--- config.mk ---
export PLATFORM = sky130hd
export DESIGN_NAME = timer_tick_gen
export DESIGN_NICKNAME = d
export VERILOG_FILES = /design/src/rtl/timer_tick_pkg.sv /design/src/rtl/tick_prescaler.sv /design/src/rtl/tick_divider.sv /design/src/rtl/timer_tick_gen.sv
export SDC_FILE = /design/constraint.sdc
export NUM_CORES = 1
export LEC_CHECK = 0
export ABC_AREA = 1
export BUFFER_PORTS_ARGS = -buffer_cell sky130_fd_sc_hd__buf_4
export CAP_MARGIN = 30
export CORE_UTILIZATION = 59
export CTS_CLUSTER_SIZE = 28
export DETAILED_ROUTE_END_ITERATION = 8
export PLACE_DENSITY = 0.79
export RECOVER_POWER = 100
export SLEW_MARGIN = 10
export SYNTH_ARGS = -nofsm -noshare
export SYNTH_HDL_FRONTEND = slang
export SYNTH_SLANG_ARGS = --single-unit
--- constraint.sdc ---
create_clock -name clk -period 2.4 [get_ports clk]
set_input_delay 0.12 -clock clk [delete_from_list [all_inputs] [get_ports clk]]
set_output_delay 0.12 -clock clk [all_outputs]
set_load 0.03 [all_outputs]
--- src/rtl/timer_tick_pkg.sv ---
package timer_tick_pkg;
  localparam int unsigned ADDR_W = 3;
  localparam logic [ADDR_W-1:0] ADDR_PRESCALE = 3'h0;
  localparam logic [ADDR_W-1:0] ADDR_DIVSEL   = 3'h4;
  localparam int unsigned NUM_PSC = 2;

  typedef enum logic { PSC_A = 1'b0, PSC_B = 1'b1 } psc_id_e;
endpackage

--- src/rtl/tick_prescaler.sv ---
module tick_prescaler #(
  parameter int unsigned PSC_W = 8
) (
  input  logic             clk,
  input  logic             rst_n,
  input  logic             load_en,
  input  logic [PSC_W-1:0] load_val,
  output logic             strobe,
  output logic [PSC_W-1:0] cnt_o,
  output logic [PSC_W-1:0] term_o
);
  logic [PSC_W-1:0] cnt_q, term_q, pend_q, pend_next;

  always_comb begin
    pend_next = load_en ? load_val : pend_q;
    strobe    = (cnt_q == term_q);
  end

  always_ff @(posedge clk) begin
    if (!rst_n) begin
      cnt_q  <= '0;
      term_q <= '0;
      pend_q <= '0;
    end else begin
      pend_q <= pend_next;
      if (strobe) begin
        cnt_q  <= '0;
        term_q <= pend_next;
      end else begin
        cnt_q <= cnt_q + 1'b1;
      end
    end
  end

  assign cnt_o  = cnt_q;
  assign term_o = term_q;
endmodule

--- src/rtl/tick_divider.sv ---
module tick_divider #(
  parameter int unsigned SEL_W    = 4,
  parameter int unsigned DIV_BASE = 1,
  parameter int unsigned MAX_LOG2 = 4
) (
  input  logic             clk,
  input  logic             rst_n,
  input  logic             pre_stb,
  input  logic [SEL_W-1:0] sel,
  output logic             tick
);
  localparam int unsigned CW = (MAX_LOG2 < 1) ? 1 : MAX_LOG2;

  logic [CW-1:0] dcnt_q, mask;
  logic [31:0]   lg, full;
  logic          ratio_ok, tick_q;

  always_comb begin
    lg       = 32'(sel) + 32'(DIV_BASE);
    ratio_ok = (lg <= 32'(MAX_LOG2));
    full     = (32'd1 << lg) - 32'd1;
    mask     = ratio_ok ? full[CW-1:0] : '0;
  end

  always_ff @(posedge clk) begin
    if (!rst_n) begin
      dcnt_q <= '0;
      tick_q <= 1'b0;
    end else begin
      tick_q <= pre_stb && ratio_ok && ((dcnt_q & mask) == mask);
      if (pre_stb) dcnt_q <= dcnt_q + 1'b1;
    end
  end

  assign tick = tick_q;
endmodule

--- src/rtl/timer_tick_gen.sv ---
module timer_tick_gen
  import timer_tick_pkg::*;
#(
  parameter int unsigned NUM_CH   = 5,
  parameter int unsigned PSC_W    = 8,
  parameter int unsigned SEL_W    = 4,
  parameter int unsigned DIV_BASE = 1,
  parameter int unsigned MAX_LOG2 = 4,
  parameter int unsigned GRP_A_CH = 2,
  parameter int unsigned DATA_W   = 32
) (
  input  logic                       clk,
  input  logic                       rst_n,
  input  logic                       cfg_wr,
  input  logic [timer_tick_pkg::ADDR_W-1:0] cfg_addr,
  input  logic [DATA_W-1:0]          cfg_wdata,
  output logic [NUM_CH-1:0]          tick_o
);
  localparam int unsigned SEL_BITS = NUM_CH * SEL_W;

  logic                   wr_psc, wr_div;
  logic [SEL_BITS-1:0]    divsel_q;
  logic [NUM_PSC-1:0]     psc_stb;
  logic [PSC_W-1:0]       psc_cnt  [NUM_PSC];
  logic [PSC_W-1:0]       psc_term [NUM_PSC];

  assign wr_psc = cfg_wr && (cfg_addr == ADDR_PRESCALE);
  assign wr_div = cfg_wr && (cfg_addr == ADDR_DIVSEL);

  always_ff @(posedge clk) begin
    if (!rst_n)      divsel_q <= '0;
    else if (wr_div) divsel_q <= cfg_wdata[SEL_BITS-1:0];
  end

  for (genvar g = 0; g < NUM_PSC; g++) begin : g_psc
    tick_prescaler #(.PSC_W(PSC_W)) psc_i (
      .clk      (clk),
      .rst_n    (rst_n),
      .load_en  (wr_psc),
      .load_val (cfg_wdata[g*PSC_W +: PSC_W]),
      .strobe   (psc_stb[g]),
      .cnt_o    (psc_cnt[g]),
      .term_o   (psc_term[g])
    );
  end

  for (genvar c = 0; c < NUM_CH; c++) begin : g_ch
    localparam psc_id_e GRP = (c < GRP_A_CH) ? PSC_A : PSC_B;
    tick_divider #(
      .SEL_W    (SEL_W),
      .DIV_BASE (DIV_BASE),
      .MAX_LOG2 (MAX_LOG2)
    ) div_i (
      .clk     (clk),
      .rst_n   (rst_n),
      .pre_stb (psc_stb[GRP]),
      .sel     (divsel_q[c*SEL_W +: SEL_W]),
      .tick    (tick_o[c])
    );
  end
endmodule

==> impl_metrics.json, run 1 <==
{
  "skew_ns": 0.0135,
  "route.detailed.drc": 0,
  "async_flop_share_pct": 0,
  "initial_core_util_pct": 61.8,
  "cp.arrival_ns": 2.36,
  "drive_gt1_share_pct": 8.05,
  "synth.largest_area_cell": "dfxtp_1",
  "slew_headroom_pct": -1.91,
  "vias": 3780,
  "grt_pass1_vias": 3636,
  "critPathRequiredTime_ns": 2.67,
  "power_frac_comb_pct": 28.5,
  "n_fill_cell": 651,
  "synth_edf_count": 0,
  "grt_max_degree": 41,
  "synth_seq_cells": 93,
  "switching_share_pct": 35.0,
  "layout_setup_ws_ns": 0.311,
  "rows": 31,
  "root_buffer": "clkbuf_8",
  "p_switching_mw": 1.51,
  "min_period_ns": 2.09,
  "seqPwrFrac_pct": 44.8,
  "hold_viol": 0,
  "cts_tree": "built",
  "drt_iter0_drc": 158,
  "whs_ns": 0.0495,
  "place_ws_ns": 0.466,
  "viasPerCell": 4.99,
  "synth_area_um2": 4560,
  "dr.pass1.iters": 4,
  "io_pins": 43,
  "vdd_drop_max_v": 0.000664,
  "diodes": 0,
  "status": "complete, but fails checks",
  "ys.flop_type": "dfxtp_1",
  "synth_warnings": 0,
  "start_kind": "flip-flop",
  "die_h_um": 89.9,
  "gp_congestion": 0.791,
  "port_buffers": 30,
  "violations": "capacitance limit, slew limit",
  "syn-instance-count": 631,
  "p_clk_share_pct": 26.7,
  "nNetsFinal": 712,
  "htreeDepth": 3,
  "synth.most_common_cell": "nand2_1",
  "cts_buffer_depth": 2,
  "tns_ns": 0,
  "maxCapViolCount": 1,
  "clk_latency_ns": 0.36,
  "path_max_fanout": 17,
  "core_area_um2": 7370,
  "synth_cell_types": 32,
  "rsz0062_at_grt": "no",
  "yosysSeqAreaShare_pct": 40.9,
  "min_path_type": "input pin to flip-flop",
  "post-route-period-util_pct": 87.0,
  "yosys-top-cells-count": "nand2_1 (135), inv_1 (103), dfxtp_1 (93), nor2_1 (62), o21ai_0 (46)",
  "max_freq_mhz": 479,
  "cp-end-kind": "flip-flop",
  "finalPower_mw": 4.32,
  "setup_viol": 0,
  "chipWidth_um": 89.9,
  "clk_pin_slew_ns": 0.10,
  "cts.sinks": 93,
  "ctsHoldBuffers": 0,
  "syn_area_per_cell_um2": 7.22,
  "synth_area_leaders": "dfxtp_1 (41%), nand2_1 (11%), inv_1 (8.5%), ha_1 (5.8%), nor2_1 (5.1%)",
  "cts_resized": 0,
  "syn-num-nets": 690,
  "finish.utilization_pct": 67.2,
  "grtUsageTotal_pct": 22.7,
  "postRouteAntennaNets": 0,
  "area.growth.synth_to_final_pct": 8.62,
  "dp_hpwl_mm": 6.04,
  "worstMarginPinSlew_ns": 1.53,
  "grt_overflow": 0,
  "cts_setup_buffers": 0,
  "wl_per_cell_um": 11.2,
  "synth_top_area_share_pct": 40.9,
  "finalMaxSlewViolations": 41,
  "wirelength_mm": 8.47,
  "power_leakage_nw": 2.33,
  "intPower_mw": 2.81,
  "critPathKind": "flip-flop to flip-flop",
  "die-area_um2": 8080,
  "antenna_found_initial": 0,
  "cts-buffers-inserted": 9,
  "powerDensity_nw_per_um2": 874,
  "grt_pass1_wl_mm": 15.2
}
[cells in the final DEF, fill, tap and decap left out, drive strengths merged, types with 2 or more instances in the layout]
cell type	count
nand2	139
inv	104
dfxtp	93
nor2	65
o21ai	48
a21oi	40
nand3	38
buf	26
ha	21
clkbuf	18
xor2	15
xnor2	10
a22oi	9
nand4	6
or2	6
clkinv	5
nor3b	3
nor3	3
nand3b	2
o211ai	2
bufinv	2
[per-layer routing]
| layer | wire [um] | global-route usage [%] |
|---|---|---|
| met5 | 0 | 0 |
| met1 | 4110 | 28.2 |
| met4 | 93 | 7.39 |
| met3 | 242 | 4.40 |
| met2 | 4020 | 39.6 |
[final timing paths]
kind	start	end	slack, ns	depth (start not counted)
max reg2reg	g_psc[0].psc_i.cnt_o[5]	g_ch[0].div_i.dcnt_q[0]	0.31	8
max	g_psc[0].psc_i.cnt_o[5]	g_ch[0].div_i.dcnt_q[0]	0.31	8
min	cfg_wdata[14]	divsel_q[14]	0.05	3
min reg2reg	divsel_q[3]	divsel_q[3]	0.47	2
[critical path: stages (launching register included)]
cell and delay [ns]:
dfxtp_1 0.42, inv_1 0.07, nand2_1 0.07, nand2_1 0.05, nand2_1 0.05, nor2_1 0.05, nand2_1 0.43, nand2_1 0.55
o21ai_0 0.31
[state kept, by name (all words and copies together), names as in the netlist]
name and count:
divsel_q 20, g_ch.div_i.dcnt_q 20, g_psc.psc_i.cnt_o 16, g_psc.psc_i.pend_q 16
g_psc.psc_i.term_o 16, g_ch.div_i.tick 5
[power by group through the flow]
| stage | Clock, mW | Combinational, mW | Sequential (mW) |
|---|---|---|---|
| after floorplan | 0 | 1.14 | 1.93 |
| after global placement | 0 | 1.27 | 1.96 |
| after detailed placement | 0 | 1.32 | 1.97 |
| after CTS | 1.17 | 1.33 | 1.94 |
| after global routing | 1.24 | 1.43 | 1.97 |
| final | 1.15 | 1.23 | 1.94 |
[layout make-up]
cell class / instances / area [um^2] / area share [%]
clock buffers: 10 / 138 / 2.78
clock inverters: 6 / 86.3 / 1.74
inverters: 106 / 398 / 8.04
multi-input cells: 409 / 2110 / 42.7
flip-flops and latches: 93 / 1860 / 37.6
well taps: 99 / 124 / 2.50
repair buffers: 34 / 229 / 4.63
[kinds of logic after synthesis]
kind of cell	after synthesis	synth area share, %
AOI/OAI and AO/OA	101	11.9
xor gates and xnor gates	25	4.81
adders and majority gates	21	5.77
buffers and inverters	129	11.9
DFF	93	40.9
and+or+nand+nor	262	24.8
[per-stage QoR]
step,instances,area [um^2]
after floorplan,631,4560
after global placement,741,4790
after detailed placement,741,4790
after CTS,757,5010
after global routing,757,4950
final,757,4950
Note: power is estimated with default switching activity, not from simulation.
==> inputs of run 2 (changes only) <==
--- a/config.mk
+++ b/config.mk
@@ -5,11 +5,10 @@
 export SDC_FILE = /design/constraint.sdc
 export NUM_CORES = 1
 export LEC_CHECK = 0
-export ABC_AREA = 1
 export BUFFER_PORTS_ARGS = -buffer_cell sky130_fd_sc_hd__buf_4
 export CAP_MARGIN = 30
 export CORE_UTILIZATION = 59
-export CTS_CLUSTER_SIZE = 28
+export CTS_CLUSTER_SIZE = 10
 export DETAILED_ROUTE_END_ITERATION = 8
 export PLACE_DENSITY = 0.79
 export RECOVER_POWER = 100
==> impl_metrics.json, run 2 <==
{
  "area.growth.synth_to_final_pct": 10.2,
  "die-area_um2": 8070,
  "finalPower_mw": 4.14,
  "n_fill_cell": 607,
  "route.detailed.drc": 0,
  "die_h_um": 89.8,
  "reg.largest.list": "divsel_q: 20 flops, g_ch.div_i.dcnt_q: 20 flops",
  "drive_gt1_share_pct": 11.6,
  "htreeDepth": 3,
  "initial_core_util_pct": 61.7,
  "min_period_ns": 2.22,
  "slew_headroom_pct": 45.6,
  "min_to": "divsel_q[0]",
  "postRouteAntennaNets": 0,
  "synth_seq_cells": 93,
  "path_max_fanout": 7,
  "viasPerCell": 5.45,
  "critPathKind": "flip-flop to flip-flop",
  "grtUsageTotal_pct": 21.8,
  "status": "finished clean",
  "diodes": 0,
  "synth_top_area_share_pct": 40.9,
  "clk_pin_slew_ns": 0.10,
  "setup_viol": 0,
  "chipWidth_um": 89.8,
  "synth.most_common_cell": "dfxtp_1",
  "ff2ff_path_depth": 9,
  "r2r_start": "divsel_q[8]",
  "wirelength_mm": 8.22,
  "regToRegSetupSlack_ns": 0.18,
  "core_area_um2": 7370,
  "ys.flop_type": "dfxtp_1",
  "gp_congestion": 0.802,
  "dr.pass1.iters": 4,
  "synth_area_um2": 4550,
  "maxCapViolCount": 0,
  "skew_ns": 0.00560,
  "critPathRequiredTime_ns": 2.68,
  "post-route-period-util_pct": 92.4,
  "start_kind": "flip-flop",
  "synth_cell_types": 45,
  "clk_latency_ns": 0.37,
  "syn-num-nets": 556,
  "cp.arrival_ns": 2.50,
  "rr_endpoint": "g_ch[2].div_i.tick",
  "grt_overflow": 0,
  "cts.sinks": 93,
  "worstMarginPinSlew_ns": 0.807,
  "layout_setup_ws_ns": 0.183,
  "syn_area_per_cell_um2": 9.16,
  "cts-buffers-inserted": 9,
  "synth_area_leaders": "dfxtp_1 (41%), nand2_1 (7.0%), ha_1 (5.8%), xnor2_1 (5.4%), a21boi_0 (4.3%)",
  "hold_viol": 0,
  "root_buffer": "clkbuf_8",
  "syn-instance-count": 497,
  "io_pins": 43,
  "grt_max_degree": 42,
  "cts_tree": "built",
  "hp-start": "cfg_wdata[0]",
  "wl_per_cell_um": 13.1,
  "synth.largest_area_cell": "dfxtp_1",
  "cp-end-kind": "flip-flop",
  "yosysSeqAreaShare_pct": 40.9,
  "yosys-top-cells-count": "dfxtp_1 (93), nand2_1 (85), xnor2_1 (28), nor2_1 (27), a21boi_0 (26)",
  "place_ws_ns": 0.135,
  "async_flop_share_pct": 0,
  "rows": 31,
  "vdd_drop_max_v": 0.000717,
  "synth_edf_count": 0,
  "grt_pass1_vias": 3242,
  "max_freq_mhz": 451,
  "final_cell_mix": "dfxtp_1 (88), nand2_1 (85), a21boi_0 (36)",
  "antenna_found_initial": 0,
  "nNetsFinal": 582,
  "grt_pass1_wl_mm": 14.4,
  "cts_buffer_depth": 2,
  "power_leakage_nw": 2.02,
  "final_common_cell": "dfxtp_1",
  "synth_warnings": 0,
  "min_path_type": "input pin to flip-flop",
  "regArea_um2": 1870,
  "finalMaxSlewViolations": 0,
  "dp_hpwl_mm": 5.80,
  "hold_depth": 3,
  "vias": 3420,
  "powerDensity_nw_per_um2": 826,
  "port_buffers": 30,
  "drt_iter0_drc": 157,
  "multi_input_area_um2": 2450
}
==> run 2: final cells by class <==
class | instances | area share, %
Sequential cell | 93 | 37.3
Timing Repair Buffer | 38 | 5.37
Inverter | 19 | 1.42
Tap cell | 99 | 2.47
Clock inverter | 7 | 2.05
Clock buffer | 9 | 2.47
Multi-Input combinational cell | 362 | 49.0
==> run 2: logic make-up after synthesis <==
group	count (synthesis)	synth area share [%]
AND/OR/NAND/NOR	199	22.9
flip-flops	93	40.9
AO/OA/AOI/OAI	84	14.2
XOR/XNOR	47	9.38
buffers and inverters	42	4.45
adder cells (fa/ha/maj)	21	5.77
multiplexers	11	2.42
==> run 2: worst max-delay path, cell delays in order, from the launching register on <==
cell      delay, ns
dfxtp_2        0.40
ha_1           0.27
and3b_1        0.18
o21ai_0        0.11
or3_1          0.37
ha_1           0.30
o21ai_0        0.07
a21oi_1        0.13
o311ai_1       0.12
a221oi_2       0.19
==> run 2: worst max path at each step <==
stage                      from                 end  cells after the start
global route        divsel_q[5]  g_ch[1].div_i.tick                      9
global placement    divsel_q[8]  g_ch[2].div_i.tick                      9
finish              divsel_q[8]  g_ch[2].div_i.tick                      9
CTS                 divsel_q[8]  g_ch[2].div_i.tick                      9
floorplan           divsel_q[0]  g_ch[0].div_i.tick                      9
detailed placement  divsel_q[8]  g_ch[2].div_i.tick                      9
==> run 2: metrics by stage <==
step	hold slack (ns)	setup TNS [ns]	cells	instance area [um^2]	util, %
final	0.0151	0	627	5010	68.0
after CTS	0.000720	0	626	5050	68.6
after global routing	0.00339	-0.000190	627	5010	68.0
after floorplan	0.265	0	497	4550	-
after global placement	0.392	0	607	4800	65.1
after detailed placement	0.390	0	607	4800	65.1
==> run 2: where the power goes <==
part | internal, mW | total (mW) | switching (mW)
clock | 0.521 | 1.15 | 0.626
combinational | 0.495 | 1.12 | 0.628
sequential | 1.72 | 1.87 | 0.154
total | 2.74 | 4.14 | 1.41
==> run 2: repair_timing <==
| item | 4_1_cts | 5_1_grt |
|---|---|---|
| endpoints found under the hold margin | 3 | 1 |
| setup buffers | 0 | 0 |
| endpoints found under the setup margin | 0 | 3 |
| gates resized for setup | 0 | 8 |
| hold buffers | 3 | 1 |
==> run 2: routing by layer <==
layer | GRT usage [%] | part of all wire, % | vias to the layer above
li1 | - | - | 1744
met1 | 26.7 | 47 | 1632
met2 | 37.9 | 49 | 37
met3 | 5.92 | 3.5 | 7
met4 | 4.92 | 0.99 | 0
met5 | 0 | 0 | -
